## src/rtl/blkciph_fe_pkg.sv

```systemverilog
package blkciph_fe_pkg;
    typedef enum logic [1:0] {
        S_LOAD  = 2'd0,
        S_BUSY  = 2'd1,
        S_DRAIN = 2'd2
    } fe_state_e;

    localparam int BLK_W      = 64;
    localparam int BLK_BYTES  = BLK_W / 8;
    localparam int KEY_WORDS  = 6;

    localparam int OFS_IV0    = 'h18;
    localparam int OFS_IV1    = 'h1C;
    localparam int OFS_CTRL   = 'h20;
    localparam int OFS_LEN    = 'h24;
    localparam int OFS_DAT0   = 'h28;
    localparam int OFS_DAT1   = 'h2C;
    localparam int OFS_REV    = 'h30;
    localparam int OFS_DMA    = 'h34;
    localparam int OFS_IST    = 'h3C;
    localparam int OFS_IEN    = 'h40;

    function automatic int key_ofs(input int idx);
        return 'h14 - ((idx ^ 1) * 4);
    endfunction
endpackage

```

## src/rtl/blkciph_fe_fsm.sv

```systemverilog
module blkciph_fe_fsm
    import blkciph_fe_pkg::*;
(
    input  logic      clk,
    input  logic      rst_n,
    input  logic      blk_push,
    input  logic      core_done,
    input  logic      blk_pop,
    output fe_state_e state,
    output logic      core_start,
    output logic      enter_load,
    output logic      enter_drain
);
    fe_state_e nxt;

    always_comb begin
        nxt = state;
        unique case (state)
            S_LOAD:  if (blk_push)  nxt = S_BUSY;
            S_BUSY:  if (core_done) nxt = S_DRAIN;
            S_DRAIN: if (blk_pop)   nxt = S_LOAD;
            default: nxt = S_LOAD;
        endcase
    end

    always_ff @(posedge clk or negedge rst_n) begin
        if (!rst_n) state <= S_LOAD;
        else        state <= nxt;
    end

    // output process: start pulse plus transition events
    always_ff @(posedge clk or negedge rst_n) begin
        if (!rst_n) core_start <= 1'b0;
        else        core_start <= (state == S_LOAD) && blk_push;
    end

    assign enter_load  = (state == S_DRAIN) && blk_pop;
    assign enter_drain = (state == S_BUSY) && core_done;
endmodule

```

## src/rtl/blkciph_fe_chain.sv

```systemverilog
module blkciph_fe_chain #(
    parameter int W = 64
) (
    input  logic         chain_en,
    input  logic         encrypt,
    input  logic [W-1:0] iv,
    input  logic [W-1:0] raw_in,
    input  logic [W-1:0] core_out,
    output logic [W-1:0] core_in,
    output logic [W-1:0] result,
    output logic [W-1:0] iv_next
);
    assign core_in = (chain_en && encrypt)  ? (raw_in ^ iv)   : raw_in;
    assign result  = (chain_en && !encrypt) ? (core_out ^ iv) : core_out;
    assign iv_next = encrypt ? core_out : raw_in;
endmodule

```

## src/rtl/blkciph_frontend.sv

```systemverilog
module blkciph_frontend
    import blkciph_fe_pkg::*;
#(
    parameter int AW        = 8,
    parameter int LEN_W     = 16,
    parameter int REV_MAJOR = 2,
    parameter int REV_MINOR = 5
) (
    input  logic                    clk,
    input  logic                    rst_n,
    input  logic                    bus_wr,
    input  logic                    bus_rd,
    input  logic [AW-1:0]           bus_addr,
    input  logic [31:0]             bus_wdata,
    output logic [31:0]             bus_rdata,
    output logic                    irq,
    output logic                    dma_in_req,
    output logic                    dma_out_req,
    output logic                    core_start,
    output logic                    core_encrypt,
    output logic                    core_triple,
    output logic [KEY_WORDS*32-1:0] core_key,
    output logic [BLK_W-1:0]        core_blk_in,
    input  logic                    core_done,
    input  logic [BLK_W-1:0]        core_blk_out
);
    fe_state_e        state;
    logic             enter_load, enter_drain;
    logic [31:0]      key_q [KEY_WORDS];
    logic [BLK_W-1:0] iv_q, din_q, dout_q;
    logic [BLK_W-1:0] result, iv_next;
    logic             cbc_q, tri_q, enc_q;
    logic [LEN_W-1:0] len_q, rem_q;
    logic             go_q, dma_ien_q, dma_oen_q;
    logic             ist_in_q, ist_out_q, ien_in_q, ien_out_q;
    logic             busy, blk_push, blk_pop;

    function automatic logic hit(input logic [AW-1:0] a, input int ofs);
        return a == AW'(ofs);
    endfunction

    assign busy     = (state == S_BUSY);
    assign blk_push = bus_wr && hit(bus_addr, OFS_DAT1) && (state == S_LOAD);
    assign blk_pop  = bus_rd && hit(bus_addr, OFS_DAT1) && (state == S_DRAIN);

    blkciph_fe_fsm u_fsm (
        .clk(clk), .rst_n(rst_n), .blk_push(blk_push), .core_done(core_done),
        .blk_pop(blk_pop), .state(state), .core_start(core_start),
        .enter_load(enter_load), .enter_drain(enter_drain)
    );

    blkciph_fe_chain #(.W(BLK_W)) u_chain (
        .chain_en(cbc_q), .encrypt(enc_q), .iv(iv_q), .raw_in(din_q),
        .core_out(core_blk_out), .core_in(core_blk_in), .result(result),
        .iv_next(iv_next)
    );

    // key words at swapped-pair, descending offsets
    for (genvar gi = 0; gi < KEY_WORDS; gi++) begin : g_key
        always_ff @(posedge clk or negedge rst_n) begin
            if (!rst_n) key_q[gi] <= '0;
            else if (bus_wr && !busy && hit(bus_addr, key_ofs(gi))) key_q[gi] <= bus_wdata;
        end
        assign core_key[32*gi +: 32] = key_q[gi];
    end

    always_ff @(posedge clk or negedge rst_n) begin
        if (!rst_n) begin
            iv_q <= '0; din_q <= '0; dout_q <= '0;
            cbc_q <= 1'b0; tri_q <= 1'b0; enc_q <= 1'b0;
        end else begin
            if (bus_wr && !busy) begin
                if (hit(bus_addr, OFS_IV0)) iv_q[31:0]  <= bus_wdata;
                if (hit(bus_addr, OFS_IV1)) iv_q[63:32] <= bus_wdata;
                if (hit(bus_addr, OFS_CTRL)) begin
                    cbc_q <= bus_wdata[4];
                    tri_q <= bus_wdata[3];
                    enc_q <= bus_wdata[2];
                end
            end
            if (bus_wr && (state == S_LOAD) && hit(bus_addr, OFS_DAT0)) din_q[31:0] <= bus_wdata;
            if (blk_push) din_q[63:32] <= bus_wdata;
            if (enter_drain) begin
                dout_q <= result;
                if (cbc_q) iv_q <= iv_next;
            end
        end
    end

    always_ff @(posedge clk or negedge rst_n) begin
        if (!rst_n) begin
            ist_in_q <= 1'b1; ist_out_q <= 1'b0;
            ien_in_q <= 1'b0; ien_out_q <= 1'b0;
        end else begin
            if (bus_wr && hit(bus_addr, OFS_IEN)) begin
                ien_in_q  <= bus_wdata[1];
                ien_out_q <= bus_wdata[2];
            end
            ist_in_q  <= enter_load  | (ist_in_q  & ~(bus_wr && hit(bus_addr, OFS_IST) && !bus_wdata[1]));
            ist_out_q <= enter_drain | (ist_out_q & ~(bus_wr && hit(bus_addr, OFS_IST) && !bus_wdata[2]));
        end
    end

    always_ff @(posedge clk or negedge rst_n) begin
        if (!rst_n) begin
            len_q <= '0; rem_q <= '0;
            go_q <= 1'b0; dma_ien_q <= 1'b0; dma_oen_q <= 1'b0;
        end else begin
            if (bus_wr && hit(bus_addr, OFS_LEN)) len_q <= bus_wdata[LEN_W-1:0];
            if (blk_pop && go_q) begin
                if (rem_q <= LEN_W'(BLK_BYTES)) begin
                    rem_q <= '0;
                    go_q  <= 1'b0;
                end else begin
                    rem_q <= rem_q - LEN_W'(BLK_BYTES);
                end
            end
            if (bus_wr && hit(bus_addr, OFS_DMA)) begin
                go_q      <= bus_wdata[0];
                dma_ien_q <= bus_wdata[5];
                dma_oen_q <= bus_wdata[6];
                if (bus_wdata[0] && !go_q) rem_q <= len_q;
            end
        end
    end

    assign dma_in_req   = go_q && dma_ien_q && (state == S_LOAD) && (rem_q != '0);
    assign dma_out_req  = go_q && dma_oen_q && (state == S_DRAIN);
    assign irq          = (ist_in_q & ien_in_q) | (ist_out_q & ien_out_q);
    assign core_encrypt = enc_q;
    assign core_triple  = tri_q;

    always_comb begin
        bus_rdata = '0;
        for (int i = 0; i < KEY_WORDS; i++)
            if (hit(bus_addr, key_ofs(i))) bus_rdata = key_q[i];
        if (hit(bus_addr, OFS_IV0))  bus_rdata = iv_q[31:0];
        if (hit(bus_addr, OFS_IV1))  bus_rdata = iv_q[63:32];
        if (hit(bus_addr, OFS_CTRL)) bus_rdata = {27'd0, cbc_q, tri_q, enc_q,
                                                  state == S_LOAD, state == S_DRAIN};
        if (hit(bus_addr, OFS_LEN))  bus_rdata = 32'(len_q);
        if (hit(bus_addr, OFS_DAT0) && state == S_DRAIN) bus_rdata = dout_q[31:0];
        if (hit(bus_addr, OFS_DAT1) && state == S_DRAIN) bus_rdata = dout_q[63:32];
        if (hit(bus_addr, OFS_REV))  bus_rdata = {21'd0, 3'(REV_MAJOR), 2'd0, 6'(REV_MINOR)};
        if (hit(bus_addr, OFS_DMA))  bus_rdata = {25'd0, dma_oen_q, dma_ien_q, 4'd0, go_q};
        if (hit(bus_addr, OFS_IST))  bus_rdata = {29'd0, ist_out_q, ist_in_q, 1'b0};
        if (hit(bus_addr, OFS_IEN))  bus_rdata = {29'd0, ien_out_q, ien_in_q, 1'b0};
    end
endmodule

```

## config.mk

```make
export PLATFORM = sky130hd
export DESIGN_NAME = blkciph_frontend
export DESIGN_NICKNAME = d
export VERILOG_FILES = /design/src/rtl/blkciph_fe_pkg.sv /design/src/rtl/blkciph_fe_fsm.sv /design/src/rtl/blkciph_fe_chain.sv /design/src/rtl/blkciph_frontend.sv
export SDC_FILE = /design/constraint.sdc
export NUM_CORES = 1
export LEC_CHECK = 0
export ABC_AREA = 1
export BUFFER_PORTS_ARGS = -buffer_cell sky130_fd_sc_hd__buf_2
export CORE_UTILIZATION = 40
export DETAILED_ROUTE_END_ITERATION = 12
export SKIP_LAST_GASP = 1
export SYNTH_ARGS = -nofsm -noshare
export SYNTH_HDL_FRONTEND = slang
export SYNTH_SLANG_ARGS = --single-unit
```

## constraint.sdc

```tcl
create_clock -name clk -period 1.8 [get_ports clk]
set_input_delay 0 -clock clk [delete_from_list [all_inputs] [get_ports clk]]
set_output_delay 0 -clock clk [all_outputs]
set_load 0.02 [all_outputs]
```

==> flow_summary.json <==
{
  "outcome": "finished with violations",
  "violations": "setup timing",
  "grt_max_degree": 75,
  "synthXorXnorAreaFrac_pct": 5.210,
  "start_kind": "flop",
  "drv_slew": 0,
  "synthesis.area_mm2": 0.02185,
  "synthMuxAreaShare_pct": 0.04580,
  "die_y_um": 235.7,
  "synth_compound_area_share_pct": 15.31,
  "area_growth_pct": 50.28,
  "dp.cells": 3860,
  "r2r-end": "rem_q[13]",
  "htreeDepth": 2,
  "synthAdderAreaFrac_pct": 0.05725,
  "cp.arrival_ns": 2.11,
  "postRouteAntennaNets": 0,
  "p_comb_share_pct": 12.6,
  "tritoncts": "done",
  "synth_cell_types": 41,
  "via_count": 22685,
  "io_buffers": 402,
  "synth_edf_count": 0,
  "routed.top_layer": "met5",
  "reg2regPathDepth": 10,
  "p_seq_share_pct": 44.1,
  "drc": 0,
  "synth_top_area_share_pct": 49.01,
  "period_minus_slack_ns": 2.109,
  "crit_chain": "nand3_1, nand3_2, o21bai_2, nand4_1, nand2_1, nand3_2, nand2_2, nand3_2, buf_6",
  "gp_congestion": 0.9468,
  "cp_max_fo": 2,
  "hold_viol": 0,
  "cts-buffers-inserted": 50,
  "synth_seq_area_share_pct": 49.13,
  "p_per_area_mw_per_mm2": 747.2,
  "synthesis.nets": 2870,
  "core_area_mm2": 0.05392,
  "stdcell_count": 4178,
  "wirelength_mm": 95.16,
  "crit_family": "simple AND/OR/NAND/NOR gates",
  "final_cell_mix": "nand2_1, dfrtp_1, o21ai_0",
  "drive_gt1_share_pct": 33.65,
  "first_pass_iters": 6,
  "crit_top_cell": "nand3_2",
  "rsz0062_at_grt": "yes",
  "cp_num_buf_inv": 1,
  "r2r_start": "u_fsm.state[0]",
  "critPathCapture": "bus_rdata[1]",
  "worst-path-stages": 9,
  "max_stage_delay_ns": 0.39,
  "clock_latency_ns": 0.61,
  "dp_hpwl_mm": 63.17,
  "p_leak_uw": 0.01592,
  "drv_cap": 0,
  "die_x_um": 235.7,
  "synth_area_leaders": "dfrtp_1, nand2_1, o21ai_0, xor2_1, inv_1",
  "synth-seq-cells": 429,
  "fin_worst_skew_ns": 0.01304,
  "grt_usage_pct": 31.95,
  "critical_path_class": "reg2out",
  "ys_warn_count": 0,
  "fill_cells": 4654,
  "ir_drop_v": 0.0006707,
  "io_pins": 403,
  "dieArea_mm2": 0.05558,
  "rows": 85,
  "ys.flop_type": "dfrtp_1",
  "crit_required_ns": 1.80,
  "maxSlewHeadroom_pct": 58.75,
  "grt_pass1_wl_mm": 134.8,
  "drt_iter0_markers": 1881,
  "antenna_found_initial": 4,
  "root_buffer": "clkbuf_16",
  "dr_wl_met3_mm": 7.079,
  "grt-ovfl-total": 0,
  "setup_viol": 146,
  "vias_per_cell": 5.430,
  "layout.nets": 3553,
  "ys_async_sr_fraction_pct": 100.0,
  "met1_length_mm": 36.91,
  "end_kind": "output pin",
  "p_sw_uw": 6750,
  "grt_pass1_vias": 22018,
  "routedWlPerCell_um": 22.78,
  "worstMarginPinSlew_ns": 0.6180,
  "place_area_mm2": 0.02611,
  "min_path_type": "in2async",
  "cp-startpoint": "core_key[65]",
  "syn_avg_cell_area_um2": 7.918,
  "initial_core_util_pct": 40.53,
  "fmax_mhz": 474.2,
  "synthSimpleGateAreaFrac_pct": 23.46,
  "met2_length_mm": 46.28,
  "cts.clk_slew.worst_paths_ns": 0.06,
  "p_int_uw": 17790,
  "rrSetupSlack_ns": -0.11,
  "p_clk_share_pct": 43.3,
  "p_sw_share_pct": 27.51,
  "final_common_cell": "nand2_1",
  "finalInstanceArea_mm2": 0.03284,
  "syn_inst": 2760,
  "synth_top_family_by_area": "simple AND/OR/NAND/NOR gates",
  "yosys.area.top_type": "dfrtp_1",
  "post-route-period-util_pct": 117.2,
  "cts.path.max_buffers": 3,
  "worst_slack_ns": -0.3089,
  "critPathSlowestCell": "dfrtp_1",
  "cts_sinks": 429
}
-- tightest hold or removal path: stages --
cell and delay (ns):
dlygate4sd3_1 0.56, buf_8 0.20, buf_12 0.22
-- stage by stage --
stage	hold WS [ns]	setup TNS [ns]	util, %	worst slack (ns)	total power (uW)
finish	0.02644	-16.18	60.91	-0.3089	24540
global route	0.04361	-27.48	60.91	-0.3884	25290
CTS	0.02496	-18.83	57.68	-0.3940	24390
detailed placement	-0.08437	-1.358	48.43	-0.1038	13360
global placement	-0.08415	-1.132	48.43	-0.1048	13290
floorplan	-0.2956	0	-	0.06685	11990
-- registers in the layout, summed over array words and instances, names as in the netlist, 2 cells and up --
name         cells
dout_q          64
u_fsm.state      2
din_q           64
len_q           16
core_key       192
iv_q            64
rem_q           16
-- synthesized netlist by cell type (all sizes together) (2+ instances only) --
cell	count
a22o	2
a22oi	2
xor2	116
nand4	27
o22ai	9
dfrtp	428
nor2	101
o21ai	449
o21bai	2
a21oi	65
nand2	884
nand3	135
inv	218
buf	36
a32o	63
a21boi	2
nor3b	2
nand3b	2
clkbuf	126
or2	63
xnor2	14
nor3	6
-- power by group through the flow --
| stage | sequential, uW | clock (uW) | combinational [uW] |
|---|---|---|---|
| after floorplan | 10900 | 0 | 1050 |
| final | 10800 | 10600 | 3090 |
| after detailed placement | 10900 | 0 | 2490 |
| after global routing | 10900 | 11100 | 3330 |
| after global placement | 10900 | 0 | 2430 |
| after CTS | 10700 | 10700 | 2910 |
-- logic make-up (layout without fill, tap and decap cells) --
kind of cell	after synthesis	in the layout
AND/OR/NAND/NOR	1221	1221
AO/OA/AOI/OAI	597	597
flip-flops	429	429
buffers and inverters	381	1101
XOR/XNOR	130	130
adder cells (fa/ha/maj)	1	1
multiplexers	1	1
other	0	2
-- metal layers --
metal  up-vias  track usage, %
met5         -               0
met4         4           15.27
met3       247           5.687
met2      1042           54.99
met1     11096           38.67
li1      10296               -
-- timing repair --
item | 4_1_cts | 5_1_grt
hold buffers | 102 | 0
setup endpoints to repair | 103 | 321
cloned | 14 | 20
endpoints found under the hold margin | 809 | 0
buffers inserted | 63 | 47
resized for setup | 372 | 340
pin swaps | 101 | 120
-- final cells by class --
| type | count | area (um^2) | area share (%) |
|---|---|---|---|
| inverter | 219 | 867.1 | 2.640 |
| tap | 696 | 870.8 | 2.652 |
| sequential | 429 | 10740 | 32.71 |
| antenna | 2 | 5.005 | 0.01524 |
| clock buffer | 73 | 1418 | 4.316 |
| timing repair buffer | 793 | 7067 | 21.52 |
| clock inverter | 16 | 254.0 | 0.7734 |
| multi-input combinational | 1950 | 11620 | 35.38 |
-- worst min-delay path by stage --
| stage | start | end | cells after the start |
|---|---|---|---|
| 2_1_floorplan | rst_n | cbc_q | 0 |
| 3_5_place_dp | rst_n | core_key[102] | 1 |
| 4_1_cts | rst_n | core_key[97] | 3 |
| 6_report | rst_n | core_key[99] | 3 |
| 5_1_grt | rst_n | core_key[33] | 3 |
| 3_3_place_gp | rst_n | core_key[101] | 1 |
No activity file was read; power rests on OpenSTA's default activity.
